## src/rtl/nand_seq_pkg.sv

```systemverilog
package nand_seq_pkg;

    typedef enum logic [2:0] {
        PH_IDLE   = 3'd0,
        PH_SETUP  = 3'd1,
        PH_ACTIVE = 3'd2,
        PH_HOLD   = 3'd3,
        PH_WAIT   = 3'd4
    } phase_e;

    typedef enum logic [1:0] {
        OP_CMD  = 2'd0,
        OP_ADDR = 2'd1,
        OP_WR   = 2'd2,
        OP_RD   = 2'd3
    } op_e;

endpackage

```

## src/rtl/nand_tim_sel.sv

```systemverilog
module nand_tim_sel #(
    parameter int FIELD_W = 4
) (
    input  logic [8*FIELD_W-1:0] tim_i,
    input  logic                 is_read_i,
    output logic [FIELD_W-1:0]   setup_o,
    output logic [FIELD_W-1:0]   hold_o,
    output logic [FIELD_W-1:0]   width_o,
    output logic [FIELD_W-1:0]   rwait_o
);
    localparam int HALF_W = 4 * FIELD_W;

    logic [HALF_W-1:0] half;

    always_comb begin
        half    = is_read_i ? tim_i[HALF_W-1:0] : tim_i[2*HALF_W-1:HALF_W];
        setup_o = half[0*FIELD_W +: FIELD_W];
        hold_o  = half[1*FIELD_W +: FIELD_W];
        width_o = half[2*FIELD_W +: FIELD_W];
        rwait_o = half[3*FIELD_W +: FIELD_W];
    end

endmodule

```

## src/rtl/nand_seq_fsm.sv

```systemverilog
module nand_seq_fsm
    import nand_seq_pkg::*;
#(
    parameter int DATA_W  = 8,
    parameter int FIELD_W = 4
) (
    input  logic                 clk,
    input  logic                 rst_n,
    input  logic                 start_i,
    input  op_e                  op_i,
    input  logic [DATA_W-1:0]    wdata_i,
    input  logic [8*FIELD_W-1:0] tim_i,
    input  logic [DATA_W-1:0]    dq_i,
    input  logic                 rdy_i,
    output phase_e               phase_o,
    output op_e                  op_o,
    output logic [DATA_W-1:0]    wdata_o,
    output logic [DATA_W-1:0]    rdata_o,
    output logic                 rdy_o
);
    localparam int CNT_W = FIELD_W + 1;
    localparam int TIM_W = 8 * FIELD_W;

    typedef struct packed {
        phase_e              phase;
        logic [CNT_W-1:0]    cnt;
        op_e                 op;
        logic [DATA_W-1:0]   wdata;
        logic [TIM_W-1:0]    tim;
        logic [DATA_W-1:0]   rdata;
        logic                rdy;
    } st_t;

    st_t st_d, st_q;

    logic [FIELD_W-1:0] setup_n, hold_n, width_n, rwait_n;
    logic [CNT_W-1:0]   wait_last;

    nand_tim_sel #(.FIELD_W(FIELD_W)) u_sel (
        .tim_i     (st_q.tim),
        .is_read_i (st_q.op == OP_RD),
        .setup_o   (setup_n),
        .hold_o    (hold_n),
        .width_o   (width_n),
        .rwait_o   (rwait_n)
    );

    assign wait_last = {rwait_n, 1'b0} - CNT_W'(1);

    always_comb begin
        st_d = st_q;
        unique case (st_q.phase)
            PH_IDLE: begin
                if (start_i) begin
                    st_d.phase = PH_SETUP;
                    st_d.cnt   = '0;
                    st_d.op    = op_i;
                    st_d.wdata = wdata_i;
                    st_d.tim   = tim_i;
                end
            end
            PH_SETUP: begin
                if (st_q.cnt == CNT_W'(setup_n)) begin
                    st_d.phase = PH_ACTIVE;
                    st_d.cnt   = '0;
                end else begin
                    st_d.cnt = st_q.cnt + CNT_W'(1);
                end
            end
            PH_ACTIVE: begin
                if (st_q.cnt == CNT_W'(width_n)) begin
                    st_d.phase = PH_HOLD;
                    st_d.cnt   = '0;
                    if (st_q.op == OP_RD) st_d.rdata = dq_i;
                end else begin
                    st_d.cnt = st_q.cnt + CNT_W'(1);
                end
            end
            PH_HOLD: begin
                if (st_q.cnt == CNT_W'(hold_n)) begin
                    st_d.cnt = '0;
                    if (rwait_n == '0) begin
                        st_d.phase = PH_IDLE;
                        st_d.rdy   = rdy_i;
                    end else begin
                        st_d.phase = PH_WAIT;
                    end
                end else begin
                    st_d.cnt = st_q.cnt + CNT_W'(1);
                end
            end
            PH_WAIT: begin
                if (st_q.cnt == wait_last) begin
                    st_d.phase = PH_IDLE;
                    st_d.cnt   = '0;
                    st_d.rdy   = rdy_i;
                end else begin
                    st_d.cnt = st_q.cnt + CNT_W'(1);
                end
            end
            default: st_d.phase = PH_IDLE;
        endcase
    end

    always_ff @(posedge clk or negedge rst_n) begin
        if (!rst_n) begin
            st_q <= '{phase: PH_IDLE, op: OP_CMD, default: '0};
        end else begin
            st_q <= st_d;
        end
    end

    assign phase_o = st_q.phase;
    assign op_o    = st_q.op;
    assign wdata_o = st_q.wdata;
    assign rdata_o = st_q.rdata;
    assign rdy_o   = st_q.rdy;

    // latched cycle parameters do not move while a cycle runs
    p_latched_stable_r11: assert property (@(posedge clk) disable iff (!rst_n)
        (st_q.phase != PH_IDLE && st_d.phase != PH_IDLE) |=>
            ($stable(st_q.tim) && $stable(st_q.op) && $stable(st_q.wdata)));

    // phase counters stay within their programmed length
    p_cnt_bound_r3: assert property (@(posedge clk) disable iff (!rst_n)
        (st_q.phase == PH_SETUP)  |-> (st_q.cnt <= CNT_W'(setup_n)));

    // setup is always followed by strobe-active
    p_order_r2: assert property (@(posedge clk) disable iff (!rst_n)
        (st_q.phase == PH_SETUP && st_d.phase != PH_SETUP) |=> (st_q.phase == PH_ACTIVE));

endmodule

```

## src/rtl/nand_cycle_seq.sv

```systemverilog
module nand_cycle_seq
    import nand_seq_pkg::*;
#(
    parameter int DATA_W  = 8,
    parameter int FIELD_W = 4
) (
    input  logic                 clk,
    input  logic                 rst_n,
    input  logic [8*FIELD_W-1:0] timing_i,
    input  logic                 force_ce_i,
    input  logic                 req_valid_i,
    input  logic [1:0]           req_kind_i,
    input  logic [DATA_W-1:0]    req_data_i,
    output logic                 busy_o,
    output logic [DATA_W-1:0]    rd_data_o,
    output logic                 rdy_o,
    output logic                 nand_ce_n_o,
    output logic                 nand_cle_o,
    output logic                 nand_ale_o,
    output logic                 nand_we_n_o,
    output logic                 nand_re_n_o,
    output logic [DATA_W-1:0]    nand_dq_o,
    output logic                 nand_dq_oe_o,
    input  logic [DATA_W-1:0]    nand_dq_i,
    input  logic                 nand_rdy_i
);
    phase_e phase;
    op_e    op_q;
    logic   in_cyc;
    logic   strobe;

    nand_seq_fsm #(.DATA_W(DATA_W), .FIELD_W(FIELD_W)) u_fsm (
        .clk     (clk),
        .rst_n   (rst_n),
        .start_i (req_valid_i),
        .op_i    (op_e'(req_kind_i)),
        .wdata_i (req_data_i),
        .tim_i   (timing_i),
        .dq_i    (nand_dq_i),
        .rdy_i   (nand_rdy_i),
        .phase_o (phase),
        .op_o    (op_q),
        .wdata_o (nand_dq_o),
        .rdata_o (rd_data_o),
        .rdy_o   (rdy_o)
    );

    always_comb begin
        in_cyc       = (phase == PH_SETUP) || (phase == PH_ACTIVE) || (phase == PH_HOLD);
        strobe       = (phase == PH_ACTIVE);
        busy_o       = (phase != PH_IDLE);
        nand_ce_n_o  = !(force_ce_i || in_cyc);
        nand_cle_o   = in_cyc && (op_q == OP_CMD);
        nand_ale_o   = in_cyc && (op_q == OP_ADDR);
        nand_we_n_o  = !(strobe && (op_q != OP_RD));
        nand_re_n_o  = !(strobe && (op_q == OP_RD));
        nand_dq_oe_o = in_cyc && (op_q != OP_RD);
    end

    p_one_strobe_r2: assert property (@(posedge clk) disable iff (!rst_n)
        !(!nand_we_n_o && !nand_re_n_o));

    p_latch_excl_r5: assert property (@(posedge clk) disable iff (!rst_n)
        !(nand_cle_o && nand_ale_o));

    p_strobe_busy_r1: assert property (@(posedge clk) disable iff (!rst_n)
        (!nand_we_n_o || !nand_re_n_o) |-> busy_o);

    p_ce_idle_r9: assert property (@(posedge clk) disable iff (!rst_n)
        (!force_ce_i && !busy_o) |-> nand_ce_n_o);

    p_read_no_drive_r7: assert property (@(posedge clk) disable iff (!rst_n)
        !(nand_dq_oe_o && !nand_re_n_o));

endmodule

```

## config.mk

```make
export PLATFORM = sky130hd
export DESIGN_NAME = nand_cycle_seq
export DESIGN_NICKNAME = d
export VERILOG_FILES = /design/src/rtl/nand_seq_pkg.sv /design/src/rtl/nand_tim_sel.sv /design/src/rtl/nand_seq_fsm.sv /design/src/rtl/nand_cycle_seq.sv
export SDC_FILE = /design/constraint.sdc
export NUM_CORES = 1
export LEC_CHECK = 0
export ABC_AREA = 1
export BUFFER_PORTS_ARGS = -buffer_cell sky130_fd_sc_hd__buf_2
export CORE_MARGIN = 3
export CORE_UTILIZATION = 45
export DETAILED_ROUTE_END_ITERATION = 8
export PLACE_DENSITY = 0.71
export SETUP_SLACK_MARGIN = 0.15
export SLEW_MARGIN = 20
export SYNTH_ARGS = -nofsm -noshare
export SYNTH_HDL_FRONTEND = slang
export SYNTH_SLANG_ARGS = --single-unit
```

## constraint.sdc

```tcl
create_clock -name clk -period 5.08 [get_ports clk]
set_input_delay 1.016 -clock clk [delete_from_list [all_inputs] [get_ports clk]]
set_output_delay 1.016 -clock clk [all_outputs]
set_load 0.02 [all_outputs]
```

-- Word level (Yosys, flattened, before mapping)
Index checks and enable logic that the tools add are counted.
Widths: inputs -> output; s select.
- bits in registers: 59
- input bits: 55
- output and inout port bits: 24
- add/subtract/negate cells: 2
- equal/unequal tests: 17
- muxes and demuxes: 17
- reduce and logical (&&, ||, !) cells: 22
- operators by type and width (kind ; number):
    $mux 50 ; 1
    $pmux 5 s5 ; 1
    $mux 5 ; 4
    $mux 16 ; 1
    $eq 5x4->1 ; 3
    $mux 3 ; 5
    $pmux 3 s5 ; 1
    $ne 2x1->1 const B ; 5
    $eq 3x2->1 const B ; 2
    $add 5x1->5 const B ; 1
    $eq 5x5->1 ; 1
    $logic_and 1x1->1 ; 5
    $reduce_and 5->1 ; 1
    $reduce_bool 5->1 ; 1
    $sub 5x1->5 const B ; 1
    $logic_not 4->1 ; 1
    $ne 2x2->1 const B ; 2
    $reduce_and 2->1 ; 2
    $reduce_and 4->1 ; 1
    $eq 3x1->1 const B ; 1
    $eq 3x3->1 const B ; 1
    $logic_not 1->1 ; 3
    $logic_not 3->1 ; 1
    $logic_or 1x1->1 ; 3
    other kinds (8) ; 10

-- Logic depth before layout (Yosys ltp)
- depth in word-level cells: 6
- mapped depth: 14

-- Hierarchy
Synthesis repeated with hierarchy kept, for this count alone.
- cells, all modules: 455
- area total of the unflattened synthesis: 3258.1 um^2
- by module, submodules not included (module ; instances ; cells each ; area an instance (um^2) ; seq. area each (um^2)):
    nand_seq_fsm ; 1 ; 386 ; 2944.1 ; 1476.4
    nand_tim_sel ; 1 ; 52 ; 244.0 ; 0.0
    nand_cycle_seq ; 1 ; 17 ; 70.1 ; 0.0

-- Worst setup path after synthesis
OpenSTA, ideal clock, no wires.
- path type: input port to output port
- from: in force_ce_i
- to: out nand_ce_n_o
- arrival: 1356 ps
- setup slack: 2708 ps
- stages on the path: 1
- buffers on the path: 0
- cells stage by stage: a21oi_1
- word-level cells in the longest chain between the ends: 2
- RTL lines (element ; line ; RTL):
    start, declared ; nand_cycle_seq.sv:10 ; input logic force_ce_i,
    $logic_or 1x1->1 ; nand_cycle_seq.sv:52 ; nand_ce_n_o = !(force_ce_i || in_cyc);
    $logic_not 1->1 ; nand_cycle_seq.sv:52 ;
    end, declared ; nand_cycle_seq.sv:17 ; output logic nand_ce_n_o,
No other way between the ends.

-- Final worst setup path
- from: reg u_fsm.st_q, in the netlist u_fsm.op_o[0]
- to: out nand_re_n_o
- word-level cells in the longest chain between the ends: 3
- RTL lines (element ; line ; RTL):
    start, declared ; nand_seq_fsm.sv:34 ; st_t st_d, st_q;
    start signal, assigned ; nand_seq_fsm.sv:109 ; st_q <= st_d;
    $eq 2x2->1 ; nand_cycle_seq.sv:56 ; nand_re_n_o = !(strobe && (op_q == OP_RD));
    $logic_and 1x1->1 ; nand_cycle_seq.sv:56 ;
    $logic_not 1->1 ; nand_cycle_seq.sv:56 ;
    end, declared ; nand_cycle_seq.sv:21 ; output logic nand_re_n_o,
No other way between the ends.

==> run_results.csv <==
group,metric,value,unit
worst_setup_path,critPathKind,"register to output port",
power_and_ir_drop,p_leak,1.93,nW
worst_setup_path,cp_num_buf_inv,2,
route,wl,6750,um
grt,grt_pass1_wl,11500,um
clocking,htree_levels,3,
route,viasPerCell,4.90,
hold_path,min_path_type,"register to register",
clocking,cts_tree,"done",
sta,fin_crit,2.90,ns
clocking,numClockSinks,59,
synth,yosysWarnings,0,
clocking,post_cts_buffers,0,
worst_setup_path,critPathMaxStageDelay,0.54,ns
sta,worstMarginPinSlew,0.722,ns
sta,setup_ws,2.18,ns
route,drtIter0Drc,215,
power_and_ir_drop,power_density,667,mW/mm^2
sta,rsz0062_at_grt,"false",
final_layout,antennaDiodeCount,0,
floorplan,io_pins,79,
synth,syn_nets,429,
final_layout,fin_cells,533,
synth,yosys.area.top_type,"dfrtp_1",
clocking,cts_buffers,9,
clocking,clock-root-buffer,"clkbuf_8",
floorplan,die_x,89.9,um
synth,synth_cell_type_count,29,
place,gp_congestion,0.854,
worst_setup_path,endpoint_kind,"output port",
clocking,path_clk_slew,0.07,ns
clocking,clock_latency,0.33,ns
place,dp_hpwl,4970,um
final_layout,multi_input_area,0.00139,mm^2
run_status,status,"complete, no violations",
job,cap_violations,0,
worst_setup_path,cp_data_arrival_time,1.88,ns
sta,skew,0.00860,ns
route,wl_per_cell,12.7,um
worst_setup_path,cp_top_family,"simple AND/OR/NAND/NOR gates",
sta,drv_slew,0,
sta,setup_viol,0,
floorplan,core_region_area,0.00657,mm^2
grt,antenna_found_initial,0,
clocking,post_cts_resized,0,
final_layout,finalInstanceArea,0.00373,mm^2
grt,gr-usage-all-layers,17.4,%
clocking,cts.path.max_buffers,2,
grt,gr-total-overflow,0,
worst_setup_path,crit_required,4.06,ns
power_and_ir_drop,ir_drop,315,uV
clocking,cts_hold_buf,0,
sta,finalHoldViolations,0,
worst_setup_path,crit_chain,"nand2_2 -> nor2_1 -> inv_1 -> buf_2",
worst_setup_path,path_max_fanout,35,
worst_setup_path,start_kind,"register",
place,pre_cts_slack,2.37,ns
grt,grt_pass1_vias,2604,
final_layout,register_area,0.00148,mm^2
floorplan,dieHeight,89.9,um
sta,fmax,0.345,GHz
final_layout,drive_gt1_share,31.1,%
synth,syn_inst,373,
final_layout,fin_nets,491,
route,drc_errors,0,
sta,min_period_over_period,57.1,%
place,port_buffers,78,
sta,relSlewSlack,51.9,%
synth,synth_area,0.00317,mm^2
floorplan,rows,29,
synth,synth_top_area_share,46.6,%
final_layout,fillers,590,
grt,grt_max_degree,60,
synth,synth_area_per_cell,8.49,um^2
floorplan,initial_core_util,48.2,%
route,drt.antenna.violating_nets,0,
synth,synth.top_cells.by_area,"dfrtp_1 (47%), nand2_1 (11%), mux2_2 (11%), nand3_1 (5.2%), nor2_1 (4.0%)",
route,dr.pass1.iters,5,
worst_setup_path,cpMaxStageDelayCell,"dfrtp_1",
synth,yosysSeqAreaShare,46.6,%
place,place_inst,517,
synth,ys_seq_elements,59,
final_layout,area_growth,17.8,%
route,vias,2614,
place,dpl-instance-area,0.00351,mm^2
sta,fin_setup_tns,0,ns
floorplan,dieArea,0.00808,mm^2
[routing by layer]
layer | vias up | global-route usage [%] | share of wire [%]
li1 | 1319 | - | -
met1 | 1196 | 22.1 | 44
met2 | 85 | 27.6 | 47
met3 | 14 | 3.92 | 5.6
met4 | 0 | 9.31 | 3.4
met5 | - | 0 | 0
[state kept, by name, indices dropped and copies added (netlist names)]
signal / cells
u_fsm.phase_o: 3
u_fsm.st_q: 37
u_fsm.rdata_o: 8
u_fsm.rdy_o: 1
u_fsm.wdata_o: 8
u_fsm.op_o: 2
[cell type report]
class                   instances  area share (%)
clock buffers                  10            3.42
clock inverters                 6            2.41
inverters                      33            3.32
multi-input cells             252            37.3
flip-flops and latches         59            39.6
well taps                      93            3.12
repair buffers                 80            10.9
[cell usage after synthesis]
cell type and instances:
nand2_2 3, buf_4 16, xor2_1 1, nand4_1 3, dfrtp_1 59, ha_1 1, nand4_4 1, o21ai_0 6
o21ai_2 1, nor2_1 34, a21oi_1 18, buf_2 3, nor3b_1 1, o21ai_1 8, o211ai_1 4, mux2_2 30
nor3_1 2, or2_2 1, xor2_2 1, nand3_1 33, clkbuf_1 5, nand2_1 96, a31oi_1 1, buf_6 2
inv_2 1, buf_1 3, inv_1 32, mux2_1 4, nor2_2 3
[report_power, final]
part | total, W | switching [W] | internal, W
Combinational | 0.00117 | 0.000723 | 0.000450
Sequential | 0.000849 | 0.000158 | 0.000691
Clock | 0.000469 | 0.000192 | 0.000277
[kinds of logic after synthesis]
kind of cell,count (synthesis),synth area share [%]
simple gates,177,23.8
buf+inv,62,9.83
flops,59,46.6
compound gates,38,6.48
mux,34,12.1
xor+xnor,2,0.790
fa+ha+maj,1,0.395
[final timing paths]
path                                            from                          to  slack (ns)  depth (start not counted)
min in group asynchronous                      rst_n  u_fsm.st_q[52]$_DFFE_PN0P_        0.82                          2
min reg2reg                  u_fsm.rdy_o$_DFFE_PN0P_     u_fsm.rdy_o$_DFFE_PN0P_        0.47                          2
max reg2reg                u_fsm.op_o[0]$_DFFE_PN0P_  u_fsm.st_q[55]$_DFFE_PN0P_        2.68                         13
max                        u_fsm.op_o[0]$_DFFE_PN0P_                 nand_re_n_o        2.18                          4
max in group asynchronous                      rst_n  u_fsm.st_q[12]$_DFFE_PN0P_        3.78                          2
min                          u_fsm.rdy_o$_DFFE_PN0P_     u_fsm.rdy_o$_DFFE_PN0P_        0.47                          2
[tightest hold or removal path, delay by kind of cell (launching register included)]
family           cells  cell delay (ns)
flip-flops           1             0.34
AND/OR/NAND/NOR      2             0.10
[cells in the final DEF (no fill, tap or decap), drive strengths merged]
| master | n |
|---|---|
| clkinvlp | 1 |
| or2 | 1 |
| nand3 | 33 |
| xor2 | 2 |
| clkbuf | 10 |
| nor3 | 2 |
| clkinv | 3 |
| ha | 1 |
| bufinv | 2 |
| mux2 | 34 |
| nor2 | 37 |
| dfrtp | 59 |
| a21oi | 18 |
| inv | 33 |
| o211ai | 4 |
| nor3b | 1 |
| o21ai | 15 |
| buf | 80 |
| nand4 | 4 |
| a31oi | 1 |
| nand2 | 99 |
[metrics by stage]
stage	utilization, %	total power, W	hold WS (ns)
final	56.8	0.00249	0.473
after CTS	56.7	0.00251	0.479
after global routing	56.8	0.00270	0.507
after floorplan	-	0.00183	0.465
after global placement	53.4	0.00199	0.455
after detailed placement	53.4	0.00203	0.461
No activity file was read; power rests on OpenSTA's default activity.
